===== src/rtl/clkreq_pkg.sv =====
package clkreq_pkg;
  localparam int SRC_PAIRS = 6;
  localparam int GFX_PAIRS = 2;
  localparam int CPU_PAIRS = 3;
  localparam int SE_OUTS   = 5;
  localparam int SYNC_DEPTH = 2;
endpackage


===== src/rtl/clkreq_sync.sv =====
module clkreq_sync #(
  parameter int W = 3,
  parameter int STAGES = 2,
  parameter logic [W-1:0] RST_VAL = '1
) (
  input  logic         clk_i,
  input  logic         rst_ni,
  input  logic [W-1:0] d_i,
  output logic [W-1:0] q_o
);
  logic [W-1:0] chain_q [STAGES];

  always_ff @(posedge clk_i or negedge rst_ni) begin
    if (!rst_ni) chain_q[0] <= RST_VAL;
    else         chain_q[0] <= d_i;
  end

  for (genvar s = 1; s < STAGES; s++) begin : g_stage
    always_ff @(posedge clk_i or negedge rst_ni) begin
      if (!rst_ni) chain_q[s] <= RST_VAL;
      else         chain_q[s] <= chain_q[s-1];
    end
  end

  assign q_o = chain_q[STAGES-1];
endmodule


===== src/rtl/src_gate_lane.sv =====
module src_gate_lane (
  input  logic master_en_i,
  input  logic sel_a_i,
  input  logic sel_b_i,
  input  logic req_a_act_i,
  input  logic req_b_act_i,
  output logic run_o,
  output logic conflict_o
);
  logic a_ok, b_ok;
  // an assigned pin must be asserted; dual assignment therefore needs both
  assign a_ok       = !sel_a_i || req_a_act_i;
  assign b_ok       = !sel_b_i || req_b_act_i;
  assign run_o      = master_en_i && a_ok && b_ok;
  assign conflict_o = sel_a_i && sel_b_i;
endmodule


===== src/rtl/cpu_gate_lane.sv =====
module cpu_gate_lane (
  input  logic en_i,
  input  logic stop_en_i,
  input  logic stop_act_i,
  output logic run_o
);
  assign run_o = en_i && !(stop_en_i && stop_act_i);
endmodule


===== src/rtl/lowphase_stage.sv =====
module lowphase_stage #(
  parameter int W = 8
) (
  input  logic         clk_i,
  input  logic         rst_ni,
  input  logic [W-1:0] d_i,
  output logic [W-1:0] q_o
);
  // update in the low phase of the gated clock
  always_ff @(negedge clk_i or negedge rst_ni) begin
    if (!rst_ni) q_o <= '0;
    else         q_o <= d_i;
  end
endmodule


===== src/rtl/clkreq_gate.sv =====
module clkreq_gate
  import clkreq_pkg::*;
#(
  parameter int N_SRC = SRC_PAIRS,
  parameter int N_GFX = GFX_PAIRS,
  parameter int N_CPU = CPU_PAIRS,
  parameter int N_SE  = SE_OUTS,
  parameter int SYNC_STAGES = SYNC_DEPTH
) (
  input  logic             clk_i,
  input  logic             rst_ni,
  input  logic             req_a_ni,
  input  logic             req_b_ni,
  input  logic             cpu_stop_ni,
  input  logic [N_SRC-1:0] src_master_en_i,
  input  logic [N_SRC-1:0] src_sel_a_i,
  input  logic [N_SRC-1:0] src_sel_b_i,
  input  logic [N_GFX-1:0] gfx_en_i,
  input  logic [N_CPU-1:0] cpu_en_i,
  input  logic [N_CPU-1:0] cpu_stop_en_i,
  input  logic [N_SE-1:0]  se_en_i,
  input  logic             hiz_mode_i,
  output logic [N_SRC-1:0] src_en_o,
  output logic [N_SRC-1:0] src_hiz_o,
  output logic [N_GFX-1:0] gfx_en_o,
  output logic [N_GFX-1:0] gfx_hiz_o,
  output logic [N_CPU-1:0] cpu_en_o,
  output logic [N_CPU-1:0] cpu_hiz_o,
  output logic [N_SE-1:0]  se_en_o,
  output logic             cfg_err_o
);
  localparam int PIN_W = 3;
  localparam int OUT_W = 2*N_SRC + 2*N_GFX + 2*N_CPU + N_SE + 1;

  logic [PIN_W-1:0] pin_sync;
  logic req_a_act, req_b_act, stop_act;

  clkreq_sync #(
    .W(PIN_W), .STAGES(SYNC_STAGES), .RST_VAL({PIN_W{1'b1}})
  ) u_sync (
    .clk_i  (clk_i),
    .rst_ni (rst_ni),
    .d_i    ({cpu_stop_ni, req_b_ni, req_a_ni}),
    .q_o    (pin_sync)
  );

  assign req_a_act = !pin_sync[0];
  assign req_b_act = !pin_sync[1];
  assign stop_act  = !pin_sync[2];

  logic [N_SRC-1:0] src_run, src_conf;
  logic [N_CPU-1:0] cpu_run;

  for (genvar i = 0; i < N_SRC; i++) begin : g_src
    src_gate_lane u_lane (
      .master_en_i (src_master_en_i[i]),
      .sel_a_i     (src_sel_a_i[i]),
      .sel_b_i     (src_sel_b_i[i]),
      .req_a_act_i (req_a_act),
      .req_b_act_i (req_b_act),
      .run_o       (src_run[i]),
      .conflict_o  (src_conf[i])
    );
  end

  for (genvar k = 0; k < N_CPU; k++) begin : g_cpu
    cpu_gate_lane u_lane (
      .en_i       (cpu_en_i[k]),
      .stop_en_i  (cpu_stop_en_i[k]),
      .stop_act_i (stop_act),
      .run_o      (cpu_run[k])
    );
  end

  logic [N_SRC-1:0] src_hiz_n;
  logic [N_GFX-1:0] gfx_hiz_n;
  logic [N_CPU-1:0] cpu_hiz_n;

  assign src_hiz_n = ~src_run  & {N_SRC{hiz_mode_i}};
  assign gfx_hiz_n = ~gfx_en_i & {N_GFX{hiz_mode_i}};
  assign cpu_hiz_n = ~cpu_run  & {N_CPU{hiz_mode_i}};

  logic [OUT_W-1:0] stage_d, stage_q;

  assign stage_d = {|src_conf, se_en_i, cpu_hiz_n, cpu_run,
                    gfx_hiz_n, gfx_en_i, src_hiz_n, src_run};

  lowphase_stage #(.W(OUT_W)) u_stage (
    .clk_i  (clk_i),
    .rst_ni (rst_ni),
    .d_i    (stage_d),
    .q_o    (stage_q)
  );

  assign {cfg_err_o, se_en_o, cpu_hiz_o, cpu_en_o,
          gfx_hiz_o, gfx_en_o, src_hiz_o, src_en_o} = stage_q;

  // checks on the registered outputs, clocked at the update edge
  for (genvar i = 0; i < N_SRC; i++) begin : g_src_chk
    AST_MASTER_OFF: assert property (@(negedge clk_i) disable iff (!rst_ni)
      !src_master_en_i[i] |=> !src_en_o[i]);
    AST_OFF_HIZ: assert property (@(negedge clk_i) disable iff (!rst_ni)
      (!src_master_en_i[i] && hiz_mode_i) |=> src_hiz_o[i]);
    AST_FREE_PAIR: assert property (@(negedge clk_i) disable iff (!rst_ni)
      (src_master_en_i[i] && !src_sel_a_i[i] && !src_sel_b_i[i]) |=> src_en_o[i]);
  end

  for (genvar k = 0; k < N_CPU; k++) begin : g_cpu_chk
    AST_CPU_FREE_RUN: assert property (@(negedge clk_i) disable iff (!rst_ni)
      (cpu_en_i[k] && !cpu_stop_en_i[k]) |=> cpu_en_o[k]);
  end

  AST_GFX_PLAIN: assert property (@(negedge clk_i) disable iff (!rst_ni)
    1'b1 |=> (gfx_en_o == $past(gfx_en_i)));
  AST_DUAL_FLAG: assert property (@(negedge clk_i) disable iff (!rst_ni)
    (|(src_sel_a_i & src_sel_b_i)) |=> cfg_err_o);
  AST_RUN_NOT_HIZ: assert property (@(negedge clk_i) disable iff (!rst_ni)
    ((src_en_o & src_hiz_o) == '0) && ((cpu_en_o & cpu_hiz_o) == '0));
endmodule


===== config.mk =====
export PLATFORM = sky130hd
export DESIGN_NAME = clkreq_gate
export DESIGN_NICKNAME = d
export VERILOG_FILES = /design/src/rtl/clkreq_pkg.sv /design/src/rtl/clkreq_sync.sv /design/src/rtl/src_gate_lane.sv /design/src/rtl/cpu_gate_lane.sv /design/src/rtl/lowphase_stage.sv /design/src/rtl/clkreq_gate.sv
export SDC_FILE = /design/constraint.sdc
export NUM_CORES = 1
export LEC_CHECK = 0
export ABC_CLOCK_PERIOD_IN_PS = 900
export BUFFER_PORTS_ARGS = -buffer_cell sky130_fd_sc_hd__buf_2
export CORE_MARGIN = 2
export CORE_UTILIZATION = 39
export CTS_BUF_LIST = sky130_fd_sc_hd__clkbuf_8
export CTS_CLUSTER_DIAMETER = 30
export DETAILED_ROUTE_END_ITERATION = 10
export GPL_TIMING_DRIVEN = 0
export PLACE_DENSITY = 0.76
export SETUP_SLACK_MARGIN = 0.3
export SLEW_MARGIN = 40
export SYNTH_ARGS = -nofsm -noshare
export SYNTH_HDL_FRONTEND = slang
export SYNTH_SLANG_ARGS = --single-unit

===== constraint.sdc =====
create_clock -name clk_i -period 0.9 [get_ports clk_i]
set_input_delay 0.045 -clock clk_i [delete_from_list [all_inputs] [get_ports clk_i]]
set_output_delay 0.045 -clock clk_i [all_outputs]
set_load 0.05 [all_outputs]

======== Word-level counts from Yosys, hierarchy flattened ========
Cells that the tools add are included.
word-level totals
  register bits after elaboration ......... 34
  bits of input ports ..................... 37
  output and inout port bits .............. 28
  logic and storage cells ................. 64
operators by class
  bitwise gates (word level) .............. 6
  reductions and logical operators ........ 55
operator list
  kind               number
  $logic_and 1x1->1  24
  $logic_not 1->1    18
  $logic_or 1x1->1   12
  $and 6x6->6        1
  $not 6->6          1
  $reduce_or 6->1    1
  $and 3x3->3        1
  $not 3->3          1
  $and 2x2->2        1
  $not 2->2          1

======== Longest topological paths before layout ========
  depth after elaboration ................. 6
  gate-level depth with buffers ........... 3
  depth with buffers taken out ............ 2

======== By module ========
Synthesis repeated with hierarchy kept, for this count alone.
second synthesis, totals
  cell total of the unflattened synthesis .. 82
  area total of the unflattened synthesis .. 1148.6 um^2
by module, submodules not included
  module          instances  cells an instance  area each (um^2)  seq. area each (um^2)
  lowphase_stage  1          28                 700.7             700.7
  clkreq_sync     1          9                  180.2             157.7
  src_gate_lane   6          4                  22.5              0.0
  clkreq_gate     1          18                 98.8              0.0
  cpu_gate_lane   3          1                  11.3              0.0

==> impl_metrics.env <==
export IMPL_core_area_sq_mm=0.002686
export IMPL_ant_nets=0
export IMPL_start_kind="register"
export IMPL_antenna_cells=0
export IMPL_die_y_um=56.50
export IMPL_synth_async_reset_ratio_pct=100.0
export IMPL_antenna_found_initial=0
export IMPL_final_net_count=190
export IMPL_numCtsBuffers=5
export IMPL_ir_drop_uv=1496
export IMPL_synth_simple_area_share_pct=12.34
export IMPL_drc=0
export IMPL_synth_common_cells="dfrtn_1 (28), nand2_1 (12), a31oi_1 (6), and3_1 (6), dfstp_2 (6)"
export IMPL_htreeDepth=2
export IMPL_crit_path_end_kind="register"
export IMPL_syn_avg_cell_area_sq_um=14.33
export IMPL_worst_pin_slew_ns=0.4027
export IMPL_numClockSinks=34
export IMPL_cts_tree="yes"
export IMPL_placementRows=19
export IMPL_clk_latency_ns=0.28
export IMPL_finClkSkew_ns=0.01596
export IMPL_ioPinCount=65
export IMPL_cp_endpoint="u_stage.q_o[5]"
export IMPL_r2r_setup_slack_ns=-0.56
export IMPL_reg2reg_to="u_stage.q_o[5]"
export IMPL_gp_congestion=0.7746
export IMPL_worst_slack_ns=-0.5606
export IMPL_area_delta_synth_final_pct=79.05
export IMPL_drv_slew=0
export IMPL_clockBufferDepth=2
export IMPL_synthCells=75
export IMPL_cp_startpoint="u_sync.q_o[1]"
export IMPL_synth_top_family_by_area="simple AND/OR/NAND/NOR gates"
export IMPL_crit_fanout=6
export IMPL_critical_path_required_ns=0.58
export IMPL_rsz0062_at_grt="yes"
export IMPL_violations="hold timing, setup timing"
export IMPL_drive_gt1_share_pct=64.29
export IMPL_grt_pass1_vias=943
export IMPL_synth_xor_area_share_pct=0
export IMPL_synth_top_area_cell="dfrtn_1"
export IMPL_initial_utilization_pct=40.01
export IMPL_fp_dieArea_sq_mm=0.003192
export IMPL_ys_ff_latch=34
export IMPL_cts_root_buffer_cell="clkbuf_8"
export IMPL_synthDistinctLibCells=13
export IMPL_grtUsageTotal_pct=16.86
export IMPL_portBuffers=64
export IMPL_reg2regPathDepth=2
export IMPL_netlist_top_cells_area="dfrtn_1 (65%), dfstp_2 (15%), nand2_1 (4.2%), a31oi_1 (3.5%), and3_1 (3.5%)"
export IMPL_final_hold_violation_count=2
export IMPL_grt_pass1_wl_um=3926
export IMPL_relSlewSlack_pct=73.16
export IMPL_synth_top_area_share_pct=65.19
export IMPL_grt_overflow_total=0
export IMPL_critPathKind="reg2reg"
export IMPL_final_util_pct=71.63
export IMPL_leakage_nw=0.9607
export IMPL_holdWs_ns=-0.002145
export IMPL_dr_first_iter_drc_count=28
export IMPL_synth_compound_area_share_pct=6.985
export IMPL_drtPass1Iterations=4
export IMPL_final_fill_count=196
export IMPL_wire_per_inst_um=13.81
export IMPL_routed_wl_um=2554
export IMPL_synthAdderAreaFrac_pct=0
export IMPL_synth_edf_count=0
export IMPL_hold_class="in2async"
export IMPL_synth_ff_type="dfrtn_1"
export IMPL_dr_total_vias=875
export IMPL_reg2reg_from="u_sync.q_o[1]"
export IMPL_muxShareOfSynthArea_pct=0
export IMPL_grt_max_degree=35
export IMPL_synth_nets=112
export IMPL_vias_per_cell=4.730
export IMPL_die_x_um=56.50
export IMPL_synth_warnings=0
export IMPL_status="complete, but fails checks"
export IMPL_power_density_mw_per_mm2=1856
export IMPL_stdcell_count=185
export IMPL_place_inst=170
export IMPL_synth_seq_area_share_pct=79.86
export IMPL_setup_viol=46
export IMPL_synth_cell_area_sq_mm=0.001075
export IMPL_arrival_ns=1.14
export IMPL_cap_violations=0
export IMPL_synth_most_common_cell="dfrtn_1"
export IMPL_clk_pin_slew_worst_paths_ns=0.07
-- metrics by stage --
stage / total power, mW / worst slack [ns] / setup TNS, ns / cell area [sq um]
after CTS: 3.585 / -0.5247 / -20.14 / 1907
final: 3.571 / -0.5606 / -20.01 / 1924
after detailed placement: 2.305 / -0.5225 / -16.65 / 1500
after global routing: 3.725 / -0.5909 / -21.56 / 1924
after global placement: 2.288 / -0.5088 / -14.81 / 1500
after floorplan: 2.075 / -0.4574 / -13.39 / 1141
-- cell type report --
type | count | area (sq um) | area share, %
flip-flops and latches | 34 | 858.3 | 44.60
inverters | 1 | 16.27 | 0.8453
repair buffers | 71 | 613.1 | 31.86
multi-input cells | 39 | 286.5 | 14.89
plain buffers | 1 | 20.02 | 1.040
clock inverters | 2 | 8.758 | 0.4551
well taps | 31 | 38.79 | 2.016
clock buffers | 6 | 82.58 | 4.291
-- kinds of logic (layout without fill, tap and decap cells) --
kind of cell	after synthesis	after routing
simple gates	27	27
compound gates	12	12
flops	34	34
buf+inv	2	81
-- per-layer routing --
layer  vias to the layer above  share of wire (%)  wire [um]  track usage (%)
li1                        408                  -          -                -
met1                       433                 35        900            17.26
met2                        32                 59       1498            31.06
met3                         2                5.4        139            6.682
met4                         0               0.59         15            5.102
met5                         -                  0          0                0
-- power breakdown --
| group | total (mW) | internal [mW] | switching, mW |
|---|---|---|---|
| clock | 1.10 | 0.605 | 0.497 |
| combinational | 0.775 | 0.326 | 0.449 |
| sequential | 1.69 | 1.64 | 0.0502 |
| total | 3.57 | 2.58 | 0.996 |
-- placed cells by master, fill, tap and decap left out, types with 3 or more instances in the layout --
| master | count |
|---|---|
| buf_6 | 32 |
| buf_2 | 30 |
| dfrtn_1 | 28 |
| nand2_1 | 11 |
| a31oi_1 | 6 |
| clkbuf_8 | 6 |
| dfstp_2 | 6 |
| and3_1 | 5 |
| buf_4 | 4 |
| nand2b_4 | 3 |
| and2_4 | 3 |
| a21oi_2 | 3 |
| a22oi_2 | 3 |
| dlygate4sd3_1 | 3 |
-- flip-flops by register name (all words and copies together), names as in the netlist --
name / cells
u_stage.q_o: 28
u_sync.chain_q: 3
u_sync.q_o: 3
-- timing repair --
action                                  4_1_cts  5_1_grt
hold endpoints to repair                      3        0
endpoints found under the setup margin       77       49
gates cloned                                  1        0
pin swaps                                    10        6
resized for setup                            73        3
setup buffers                                 3        0
hold buffers                                  3        0
-- worst max-delay path, cell delays in order, from the launching register on --
cell and delay [ns]:
dfstp_2 0.59, nand2_1 0.09, and3_1 0.18
-- worst min-delay path by stage --
| stage | startpoint | cells past startpoint | slack, ns | to |
|---|---|---|---|---|
| floorplan | rst_ni | 0 | -0.10 | u_sync.chain_q[3] |
| global placement | req_a_ni | 1 | 0.15 | u_sync.chain_q[3] |
| detailed placement | cpu_stop_ni | 1 | 0.16 | u_sync.chain_q[5] |
| CTS | rst_ni | 1 | 0.02 | u_sync.q_o[1] |
| global route | rst_ni | 1 | 0.05 | u_sync.q_o[0] |
| finish | rst_ni | 1 | -0.002 | u_sync.q_o[1] |
(Power assumes the default switching activity.)
